$ cat src/rtl/burst_parity_pkg.sv
package burst_parity_pkg;

    // Width of a check-number field for a given burst span (span >= 2).
    function automatic int unsigned idx_width(input int unsigned span);
        return (span > 2) ? $clog2(span) : 1;
    endfunction

    // Check that a stored column (data or parity) belongs to.
    function automatic int unsigned check_of(input int unsigned col, input int unsigned span);
        return col % span;
    endfunction

    // Parity column offset (relative to first parity column) holding check q.
    function automatic int unsigned slot_of(input int unsigned q, input int unsigned nbits,
                                            input int unsigned span);
        return (q + span - (nbits % span)) % span;
    endfunction

endpackage

$ cat src/rtl/burst_parity_gen.sv
module burst_parity_gen #(
    parameter int N = 9,
    parameter int L = 4
) (
    input  logic [N-1:0] data,
    output logic [L-1:0] par
);
    for (genvar q = 0; q < L; q++) begin : g_chk
        logic acc;
        always_comb begin
            acc = 1'b0;
            for (int i = q; i < N; i += L) begin
                acc = acc ^ data[i];
            end
        end
        assign par[q] = acc;
    end
endmodule

$ cat src/rtl/burst_parity_place.sv
module burst_parity_place #(
    parameter int N = 9,
    parameter int L = 4
) (
    input  logic [L-1:0] par,
    output logic [L-1:0] pcols
);
    import burst_parity_pkg::*;
    for (genvar t = 0; t < L; t++) begin : g_slot
        localparam int unsigned Q = check_of(N + t, L);
        assign pcols[t] = par[Q];
    end
endmodule

$ cat src/rtl/burst_parity_syndrome.sv
module burst_parity_syndrome #(
    parameter int N = 9,
    parameter int L = 4
) (
    input  logic [N+L-1:0] stored,
    output logic [L-1:0]   syn
);
    import burst_parity_pkg::*;
    logic [L-1:0] recomputed;

    burst_parity_gen #(.N(N), .L(L)) u_regen (
        .data (stored[N-1:0]),
        .par  (recomputed)
    );

    for (genvar q = 0; q < L; q++) begin : g_cmp
        localparam int unsigned T = slot_of(q, N, L);
        assign syn[q] = recomputed[q] ^ stored[N + T];
    end
endmodule

$ cat src/rtl/burst_parity_codec.sv
module burst_parity_codec #(
    parameter int N  = 9,
    parameter int L  = 4,
    parameter int W  = N + L,
    parameter int CW = burst_parity_pkg::idx_width(L)
) (
    input  logic [N-1:0]    data_in,
    output logic [W-1:0]    code_out,
    input  logic [W-1:0]    code_in,
    output logic [L-1:0]    syndrome,
    output logic [W*CW-1:0] col_check
);
    import burst_parity_pkg::*;

    logic [L-1:0] enc_par;
    logic [L-1:0] enc_cols;

    burst_parity_gen #(.N(N), .L(L)) u_gen (
        .data (data_in),
        .par  (enc_par)
    );

    burst_parity_place #(.N(N), .L(L)) u_place (
        .par   (enc_par),
        .pcols (enc_cols)
    );

    assign code_out = {enc_cols, data_in};

    burst_parity_syndrome #(.N(N), .L(L)) u_syn (
        .stored (code_in),
        .syn    (syndrome)
    );

    for (genvar c = 0; c < W; c++) begin : g_map
        localparam int unsigned Q = check_of(c, L);
        assign col_check[c*CW +: CW] = CW'(Q);
    end
endmodule

$ cat config.mk
export PLATFORM = sky130hd
export DESIGN_NAME = burst_parity_codec
export DESIGN_NICKNAME = d
export VERILOG_FILES = /design/src/rtl/burst_parity_pkg.sv /design/src/rtl/burst_parity_gen.sv /design/src/rtl/burst_parity_place.sv /design/src/rtl/burst_parity_syndrome.sv /design/src/rtl/burst_parity_codec.sv
export SDC_FILE = /design/constraint.sdc
export NUM_CORES = 1
export LEC_CHECK = 0
export CAP_MARGIN = 20
export CORE_AREA = 10 10 47 49
export DETAILED_ROUTE_END_ITERATION = 8
export DIE_AREA = 0 0 57 59
export DONT_BUFFER_PORTS = 1
export GPL_TIMING_DRIVEN = 0
export PLACE_DENSITY = 0.52
export SLEW_MARGIN = 20
export SYNTH_ARGS = -nofsm -noshare
export SYNTH_HDL_FRONTEND = slang
export SYNTH_SLANG_ARGS = --single-unit
$ cat constraint.sdc
create_clock -name vclk -period 0.8
set_input_delay 0.04 -clock vclk [all_inputs]
set_output_delay 0.04 -clock vclk [all_outputs]
set_load 0.1 [all_outputs]
==> out/summary.txt, run 1 <==
CP required - 0.76 ns
Overflow left after global routing - 0
First-pass GRT wire length - 1.79 mm
Hold Path Class - in -> out
Yosys cell types - 4
Yosys Warn Count - 0
Failing checks - setup timing
TritonRoute pass-1 iters - 1
Initial core utilization - 30.2%
Number of DRC markers in iteration 0 - 0
Drt total wl - 1.27 mm
Period minus WS final - 0.853 ns
Ant diodes - 0
Slew HR - 50.3%
Syn Inst Count - 55
DR vias/cell - 3.06
Hold path startpoint - data_in[4]
Final worst slack - -0.0535 ns
CP Cell Sequence - xor2_4 > xnor2_4
Fraction of final layout cells sized beyond drive strength 1 - 60.8%
Sequential area share after synthesis - 0%
Die Width - 57 µm
Antenna viol nets, final - 0
Post-Synth Simple-Gate Area - 0%
Post-synthesis cell area - 423 µm²
Vias - 291
Synth Area in Compound Gates - 0%
Max Cap Viol - 0
Slowest stage delay, CP - 0.59 ns
Placement Rows - 14
Total Routing Usage GR - 6.56%
Initial antenna violation count - 0
RSZ-0062 raised after global routing - true
Hold Path Sink - code_out[4]
Max Fclk - 1170 MHz
Worst Hold Path Cells - 1
Number of global-route vias before repair - 305
CP bufs+invs - 0
Routability Congestion - 0.626
Die Height - 59 µm
Max FO, Critical Path - 1
Crit end category - output pin
FFs & Latches - 0
Largest family of logic cells by synthesized area - buffers and inverters
Critical path origin - code_in[8]
Inst Count DP - 95
Final hold violations - 0
Slew Viols, Final - 0
Final nets - 103
Largest net degree at the start of global routing - 3
I/O Pins - 65
CLK BUF - 0
Worst-Margin Slew - 0.746 ns
Cts hold-fix bufs - 0
Layout area overhead - 66.0%
Crit Path Class - in -> out
Status - complete, but fails checks
Peak supply drop - 0.000739 V
# DRC - 0
Leak pwr - 0.370 nW
Core Area - 1400 µm²
Xor and xnor area share after synthesis - 29.0%
Post-route insts no fill - 95
Post-CTS setup buffer count - 0
WP data arrival - 0.81 ns
Crit-path slowest cell - xnor2_4
Tcrit/Tclk final - 107%
Post-synthesis mux area share - 0%
Post-Synth Adder-Cell Area - 0%
Setup violators final - 4
Drt wl/cell - 13.4 µm
Syn Area/Cell - 7.69 µm²
Post-DP HPWL - 1.28 mm
Sequential Area - 0 µm²
Pwr Density - 2180 nW/µm²
Family with the most delay on the worst path - XOR/XNOR gates
Fin Setup TNS - -0.115 ns
CP startpoint kind - primary input
DIE AREA - 3360 µm²
Number of port buffers - 0
## worst max-delay path by stage
| stage | end | cells after the start |
|---|---|---|
| after floorplan | syndrome[0] | 2 |
| after global placement | syndrome[0] | 2 |
| after detailed placement | syndrome[0] | 2 |
| after CTS | syndrome[0] | 2 |
| after global routing | syndrome[0] | 2 |
| final | syndrome[0] | 2 |
## routing by layer
metal | track usage (%) | up-vias | wire, µm | part of all wire (%)
met5 | 0 | - | 0 | 0
met2 | 13.0 | 34 | 687 | 54
met4 | 0 | 0 | 0 | 0
li1 | - | 145 | - | -
met3 | 4.72 | 0 | 241 | 19
met1 | 5.42 | 112 | 345 | 27
## cell families (layout without fill, tap and decap cells)
kind of cell,after synthesis,in the layout
other,2,26
buffers and inverters,39,39
xor gates and xnor gates,14,14
## cell type report
cell class	count	area [µm²]
multi-input combinational	40	389
fill	134	699
tap	16	20.0
buffer	39	293
## layout by cell type (no fill, tap or decap)
cell     instances
xor2_1           3
xnor2_4          8
xnor2_1          2
xor2_4           1
buf_4           39
conb_1          26
## power by group
| group | total [mW] | internal [mW] | leakage (nW) | switching (mW) |
|---|---|---|---|---|
| Combinational | 1.53 | 0.295 | 0.370 | 1.24 |
| Sequential | 0 | 0 | 0 | 0 |
| Clock | 0 | 0 | 0 | 0 |
## Yosys cell counts, drive strengths merged
cell type,number,area share [%]
buf,39,69
xnor2,10,21
xor2,4,8.3
conb,2,1.8
## what timing repair did
action | in CTS | in global routing
gates resized for setup | 0 | 0
pin swaps | 6 | 0
endpoints found under the setup margin | 4 | 4
## per-stage QoR
stage | setup slack (ns) | cell area, µm² | total power [mW] | util [%] | hold WS (ns)
after global routing | -0.0760 | 702 | 1.57 | 50.1 | 0.295
after global placement | -0.0520 | 702 | 1.52 | 50.1 | 0.285
final | -0.0535 | 702 | 1.53 | 50.1 | 0.294
after detailed placement | -0.0616 | 702 | 1.53 | 50.1 | 0.286
after CTS | -0.0616 | 702 | 1.53 | 50.1 | 0.295
after floorplan | -0.0404 | 682 | 1.51 | - | 0.281
No activity file was read; power rests on OpenSTA's default activity.
==> inputs of run 2 (changes only) <==
ABC_AREA = 1   (was default)
PLACE_DENSITY = 0.61   (was 0.52)
==> run 2 against run 1 <==
  * The flow now finishes without violations
  * Area after synthesis rose by 25%
  * Setup slack improved by 0.12 ns
  * Hold slack barely moved
  * Maximum frequency rose by 17%
  * Critical path type unchanged
  * Via count rose by 58%
  * First-iteration DRC count rose by 9
  * Critical path depth rose by 3
==> out/summary.txt, run 2 <==
CLK BUF - 0 (unchanged)
Slew HR - 65.3% (+15 points)
Hold Path Sink - code_out[0]
Fin Setup TNS - 0 ns (+0.115 ns)
Antenna viol nets, final - 0 (unchanged)
Max Cap Viol - 0 (unchanged)
Final hold violations - 0 (unchanged)
Int Power - 189 µW (-36%)
Slowest stage delay, CP - 0.40 ns (-0.19 ns)
Status - completed
Routability Congestion - 0.653 (+4.4%)
Max FO, Critical Path - 2 (+1)
RSZ-0062 raised after global routing - false
Worst-Margin Slew - 0.518 ns (-0.228 ns)
Hold Path Class - in -> out
Slew Viols, Final - 0 (unchanged)
Cts repair resizes - 0 (unchanged)
Hold_ws - 0.293 ns (-0.000256 ns)
Vias - 460 (+58%)
DR vias/cell - 3.41 (+11%)
Family with the most delay on the worst path - simple AND/OR/NAND/NOR gates
Post-DP HPWL - 1.30 mm (+1.8%)
Tcrit/Tclk final - 91.3% (-15 points)
Crit-path slowest cell - nand2_2
Die Height - 59 µm (unchanged)
Pre-CTS WS - 0.0669 ns (+0.129 ns)
Final core occ - 46.4% (-3.7 points)
Leading area contributor after synthesis - buf_4
Core Area - 1400 µm² (unchanged)
DIE AREA - 3360 µm² (unchanged)
Sequential area share after synthesis - 0% (unchanged)
Total Routing Usage GR - 7.24% (+0.69 points)
# DRC - 0 (unchanged)
Number of global-route vias before repair - 442 (+45%)
Number of port buffers - 0 (unchanged)
FFs & Latches - 0 (unchanged)
Number of DRC markers in iteration 0 - 9 (+9)
Drt wl/cell - 9.69 µm (-28%)
Sequential Power Share - 0% (unchanged)
Pwr Density - 2000 nW/µm² (-8.3%)
Clock share of power - 0% (unchanged)
Syn Inst Count - 95 (+73%)
Overflow left after global routing - 0 (unchanged)
Largest net degree at the start of global routing - 4 (+1)
Drt total wl - 1.31 mm (+2.7%)
WP data arrival - 0.69 ns (-0.12 ns)
Die Width - 57 µm (unchanged)
Post-CTS setup buffer count - 0 (unchanged)
Post-synthesis cell area - 531 µm² (+25%)
Cts hold-fix bufs - 0 (unchanged)
TritonRoute pass-1 iters - 3 (+2)
Hold path startpoint - data_in[0]
First-pass GRT wire length - 2.15 mm (+20%)
Cell area after layout - 651 µm² (-7.3%)
Share of the synthesized area in the top cell type - 55.2% (-14 points)
Crit end category - output pin
Synth Area in Compound Gates - 0% (unchanged)
CP required - 0.76 ns (about the same)
Fraction of final layout cells sized beyond drive strength 1 - 37.0% (-24 points)
Final worst slack - 0.0693 ns (+0.123 ns)
Peak supply drop - 0.00114 V (+54%)
I/O Pins - 65 (unchanged)
Period minus WS final - 0.731 ns (-0.123 ns)
Crit Path Class - in -> out
Most frequent cell after synthesis - buf_4
Placement Rows - 14 (unchanged)
Post-synthesis mux area share - 0% (unchanged)
Layout area overhead - 22.6%
CP startpoint kind - primary input
DP Area - 651 µm² (-7.3%)
Top cell by count, worst path - nand2_1
Ant diodes - 0 (unchanged)
Top cells by count, synth - 39 x buf_4, 28 x nand2_1, 16 x inv_1
Setup violators final - 0 (-4)
Power share of the combinational group - 100.0% (about the same)
Worst Hold Path Cells - 1 (unchanged)
Initial antenna violation count - 0 (unchanged)
Most frequent cells in the layout - 39 x buf_4, 26 x conb_1, 24 x nand2_1
Final nets - 143 (+39%)
Xor and xnor area share after synthesis - 6.60% (-22 points)
Sequential Area - 0 µm² (unchanged)
Largest family of logic cells by synthesized area - buffers and inverters
Sw frac - 85.5% (+4.7 points)
Post-Synth Adder-Cell Area - 0% (unchanged)
Yosys cell types - 9 (+5)
Max Fclk - 1370 MHz (+17%)
Leak pwr - 0.470 nW (+27%)
Yosys Warn Count - 0 (unchanged)
Initial core utilization - 37.9% (+7.7 points)
Syn Area/Cell - 5.58 µm² (-27%)
Most common cell after layout, fill and taps aside - buf_4
CP bufs+invs - 1 (+1)
Post-Synth Simple-Gate Area - 25.5% (+25 points)
Sw Pwr - 1.11 mW (-10%)
CP Cell Sequence - nand2_1 > inv_1 > nor2_1 > nand2_1 > nand2_2
Top cells by area, synth - buf_4 55%, nand2_1 20%, inv_1 11%
run 2: cell count changes after synthesis, sizes merged:
cell	delta
inv	+16
nand2	+28
nand3	+4
nor2	+2
xnor2	-9
xor2	-1
run 2: area by class of cell:
class | count | area, µm²
plain buffers | 39 | 293
fillers | 167 | 751
inverters | 16 | 60.1
multi-input cells | 64 | 278
well taps | 16 | 20.0
run 2: kinds of logic (layout without fill, tap and decap cells):
logic type                Yosys count  after routing
xor gates and xnor gates            4              4
and+or+nand+nor                    34             34
buffers and inverters              55             55
other                               2             26
run 2: layer usage:
metal  GRT usage [%]  vias up  part of all wire (%)
met5               0        -                     0
met4               0        0                     0
met3            5.15        0                    19
met2            15.3       26                    60
met1            5.28      180                    21
li1                -      254                     -
run 2: worst max-delay path by stage:
stage	from	to	slack [ns]	cells after the start
after floorplan	code_in[0]	syndrome[0]	0.11	5
after global routing	code_in[4]	syndrome[0]	0.01	5
after global placement	code_in[0]	syndrome[0]	0.06	5
final	code_in[0]	syndrome[0]	0.07	5
after detailed placement	code_in[0]	syndrome[0]	0.07	5
after CTS	code_in[0]	syndrome[0]	0.06	5
run 2: power groups by stage:
stage | Sequential, mW | Clock, mW | Combinational [mW]
after detailed placement | 0 | 0 | 1.30
after floorplan | 0 | 0 | 1.27
after CTS | 0 | 0 | 1.30
after global placement | 0 | 0 | 1.29
after global routing | 0 | 0 | 1.35
final | 0 | 0 | 1.30
run 2: stage by stage:
| stage | cells | total power, mW |
|---|---|---|
| 2_1_floorplan | 119 | 1.27 |
| 3_3_place_gp | 135 | 1.29 |
| 3_5_place_dp | 135 | 1.30 |
| 4_1_cts | 135 | 1.30 |
| 5_1_grt | 135 | 1.35 |
| 6_report | 135 | 1.30 |
==> inputs of run 3 (changes only) <==
CELL_PAD_IN_SITES_DETAIL_PLACEMENT = 0   (was default)
CELL_PAD_IN_SITES_GLOBAL_PLACEMENT = 2   (was default)
CORE_AREA = default   (was 10 10 47 49)
CORE_MARGIN = 10   (was default)
CORE_UTILIZATION = 25   (was default)
DIE_AREA = default   (was 0 0 57 59)
PLACE_DENSITY = 0.84   (was 0.61)
SYNTH_HIERARCHICAL = 1   (was default)
==> run 3 against run 2 <==
  * Maximum frequency is 1.8% higher
  * Via count is 5.9% lower
  * Combinational power up 8%
  * Die area rose by 34%
  * Largest power group unchanged
  * Non-clock buffer count grew 8
  * Critical path type unchanged
  * Setup slack better by 0.013 ns
  * Largest cell class unchanged
==> out/summary.txt, run 3 <==
Status - completed
Drt wl/cell - 8.98 µm (-7.3%)
Yosys cell types - 6 (-3)
CLK BUF - 0 (unchanged)
TritonRoute pass-1 iters - 2 (-1)
Ant diodes - 0 (unchanged)
Post-route insts no fill - 145 (+7.4%)
CP required - 0.76 ns (about the same)
Hold Path Class - in -> out
Drt total wl - 1.30 mm (-0.46%)
CP Cell Sequence - xor2_1 > buf_4 > inv_1 > nand2_1 > nand2_4
Sequential Area - 0 µm² (unchanged)
CP bufs+invs - 2 (+1)
Cell area after layout - 732 µm² (+12%)
Most frequent cells in the layout - 47 x buf_4, 26 x conb_1, 16 x nand2_1
Yosys Warn Count - 6 (+6)
Tcrit/Tclk final - 89.7% (-1.6 points)
Number of global-route vias before repair - 392 (-11%)
Peak supply drop - 0.000613 V (-46%)
FFs & Latches - 0 (unchanged)
Area of the multi-input gates - 292 µm² (+5.0%)
Total Routing Usage GR - 4.29% (-3.0 points)
Final hold violations - 0 (unchanged)
CP startpoint kind - primary input
Hold path startpoint - code_in[12]
Initial core utilization - 25.7% (-12 points)
Antenna viol nets, final - 0 (unchanged)
Fraction of final layout cells sized beyond drive strength 1 - 46.2% (+9.2 points)
Pwr Density - 1920 nW/µm² (-3.8%)
# DRC - 0 (unchanged)
Inst Count DP - 145 (+7.4%)
Layout area overhead - 31.2%
Core Area - 2170 µm² (+55%)
Placement Rows - 17 (+3)
DR vias/cell - 2.99 (-12%)
Syn Inst Count - 93 (-2.1%)
RSZ-0062 raised after global routing - false
Final nets - 141 (-1.4%)
Post-synthesis cell area - 558 µm² (+5.2%)
First-pass GRT wire length - 1.64 mm (-24%)
DIE AREA - 4520 µm² (+34%)
Post-DP HPWL - 1.29 mm (-0.99%)
Crit Path Class - in -> out
Family with the most delay on the worst path - simple AND/OR/NAND/NOR gates
Worst path depth - 5 (unchanged)
Number of port buffers - 0 (unchanged)
Hold_ws - 0.273 ns (-0.0206 ns)
Crit-path slowest cell - nand2_4
DP Area - 713 µm² (+9.6%)
Most frequent cell after synthesis - buf_4
Power Total - 1.41 mW (+8.2%)
WP data arrival - 0.68 ns (about the same)
Max FO, Critical Path - 2 (unchanged)
Most common cell after layout, fill and taps aside - buf_4
Initial antenna violation count - 0 (unchanged)
Top cells by count, synth - 47 x buf_4, 22 x nand2_1, 14 x inv_1
Routability Congestion - 0.676 (+3.5%)
Largest net degree at the start of global routing - 4 (unchanged)
Leading area contributor after synthesis - buf_4
Number of DRC markers in iteration 0 - 5 (-4)
Overflow left after global routing - 0 (unchanged)
Top cells by area, synth - buf_4 63%, nand2_1 15%, inv_1 9.4%
I/O Pins - 65 (unchanged)
Setup violators final - 0 (unchanged)
Leak pwr - 0.493 nW (+4.9%)
Period minus WS final - 0.718 ns (-0.0128 ns)
Hold Path Sink - syndrome[0]
Slowest stage delay, CP - 0.26 ns (-0.14 ns)
Share of the synthesized area in the top cell type - 63.2% (+8.0 points)
Syn Area/Cell - 6.00 µm² (+7.5%)
Slew Viols, Final - 0 (unchanged)
Worst Hold Path Cells - 2 (+1)
Final core occ - 33.7% (-13 points)
Cts hold-fix bufs - 0 (unchanged)
Crit end category - output pin
Max Cap Viol - 0 (unchanged)
Die Height - 67.2 µm (+14%)
Vias - 433 (-5.9%)
Fillers - 252 (+51%)
Sequential area share after synthesis - 0% (unchanged)
Max Fclk - 1390 MHz (+1.8%)
Die Width - 67.2 µm (+18%)
run 3: changes by cell type after synthesis:
cell | before | now
buf_4 | 39 | 47
inv_1 | 16 | 14
nand2_1 | 28 | 22
nand3_1 | 4 | 2
nor2_1 | 1 | 0
nor2_2 | 1 | 0
xnor2_1 | 1 | 0
xor2_1 | 3 | 6
run 3: cells by family after synthesis:
kind of cell  after synthesis  share of synthesized area [%]
simple gates               24                           16.6
buf+inv                    61                           72.6
other cells                 2                           1.35
xor+xnor                    6                           9.42
run 3: report_power, final:
group / internal (mW) / switching, mW
Combinational: 0.250 / 1.16
Clock: 0 / 0
Sequential: 0 / 0
Total: 0.250 / 1.16
run 3: cell type report:
cell class / instances / area share, %
well taps: 28 / 4.79
inverters: 14 / 7.18
plain buffers: 47 / 48.2
multi-input cells: 56 / 39.8
run 3: repair_timing:
item	in CTS	in global routing
endpoints found under the hold margin	0	0
endpoints found under the setup margin	1	1
buffers inserted	0	0
resized for setup	1	4
pin swaps	0	2
run 3: layer usage:
| metal | GRT usage, % | up-vias | wire length (µm) |
|---|---|---|---|
| met5 | 0 | - | 0 |
| met1 | 2.96 | 162 | 293 |
| met3 | 3.31 | 0 | 300 |
| met4 | 0 | 0 | 0 |
| li1 | - | 241 | - |
| met2 | 9.12 | 30 | 708 |
run 3: how the worst max path moves through the flow:
stage	slack, ns	end	startpoint
floorplan	0.03	syndrome[0]	code_in[0]
global placement	0.002	syndrome[0]	code_in[0]
detailed placement	-0.01	syndrome[0]	code_in[0]
CTS	0.003	syndrome[0]	code_in[0]
global route	0.005	syndrome[0]	code_in[0]
finish	0.08	syndrome[2]	code_in[6]
run 3: stage by stage:
step | worst slack, ns | TNS, ns
floorplan | 0.0319 | 0
global placement | 0.00243 | 0
detailed placement | -0.0142 | -0.0142
CTS | 0.00316 | 0
global route | 0.00531 | 0
finish | 0.0821 | 0
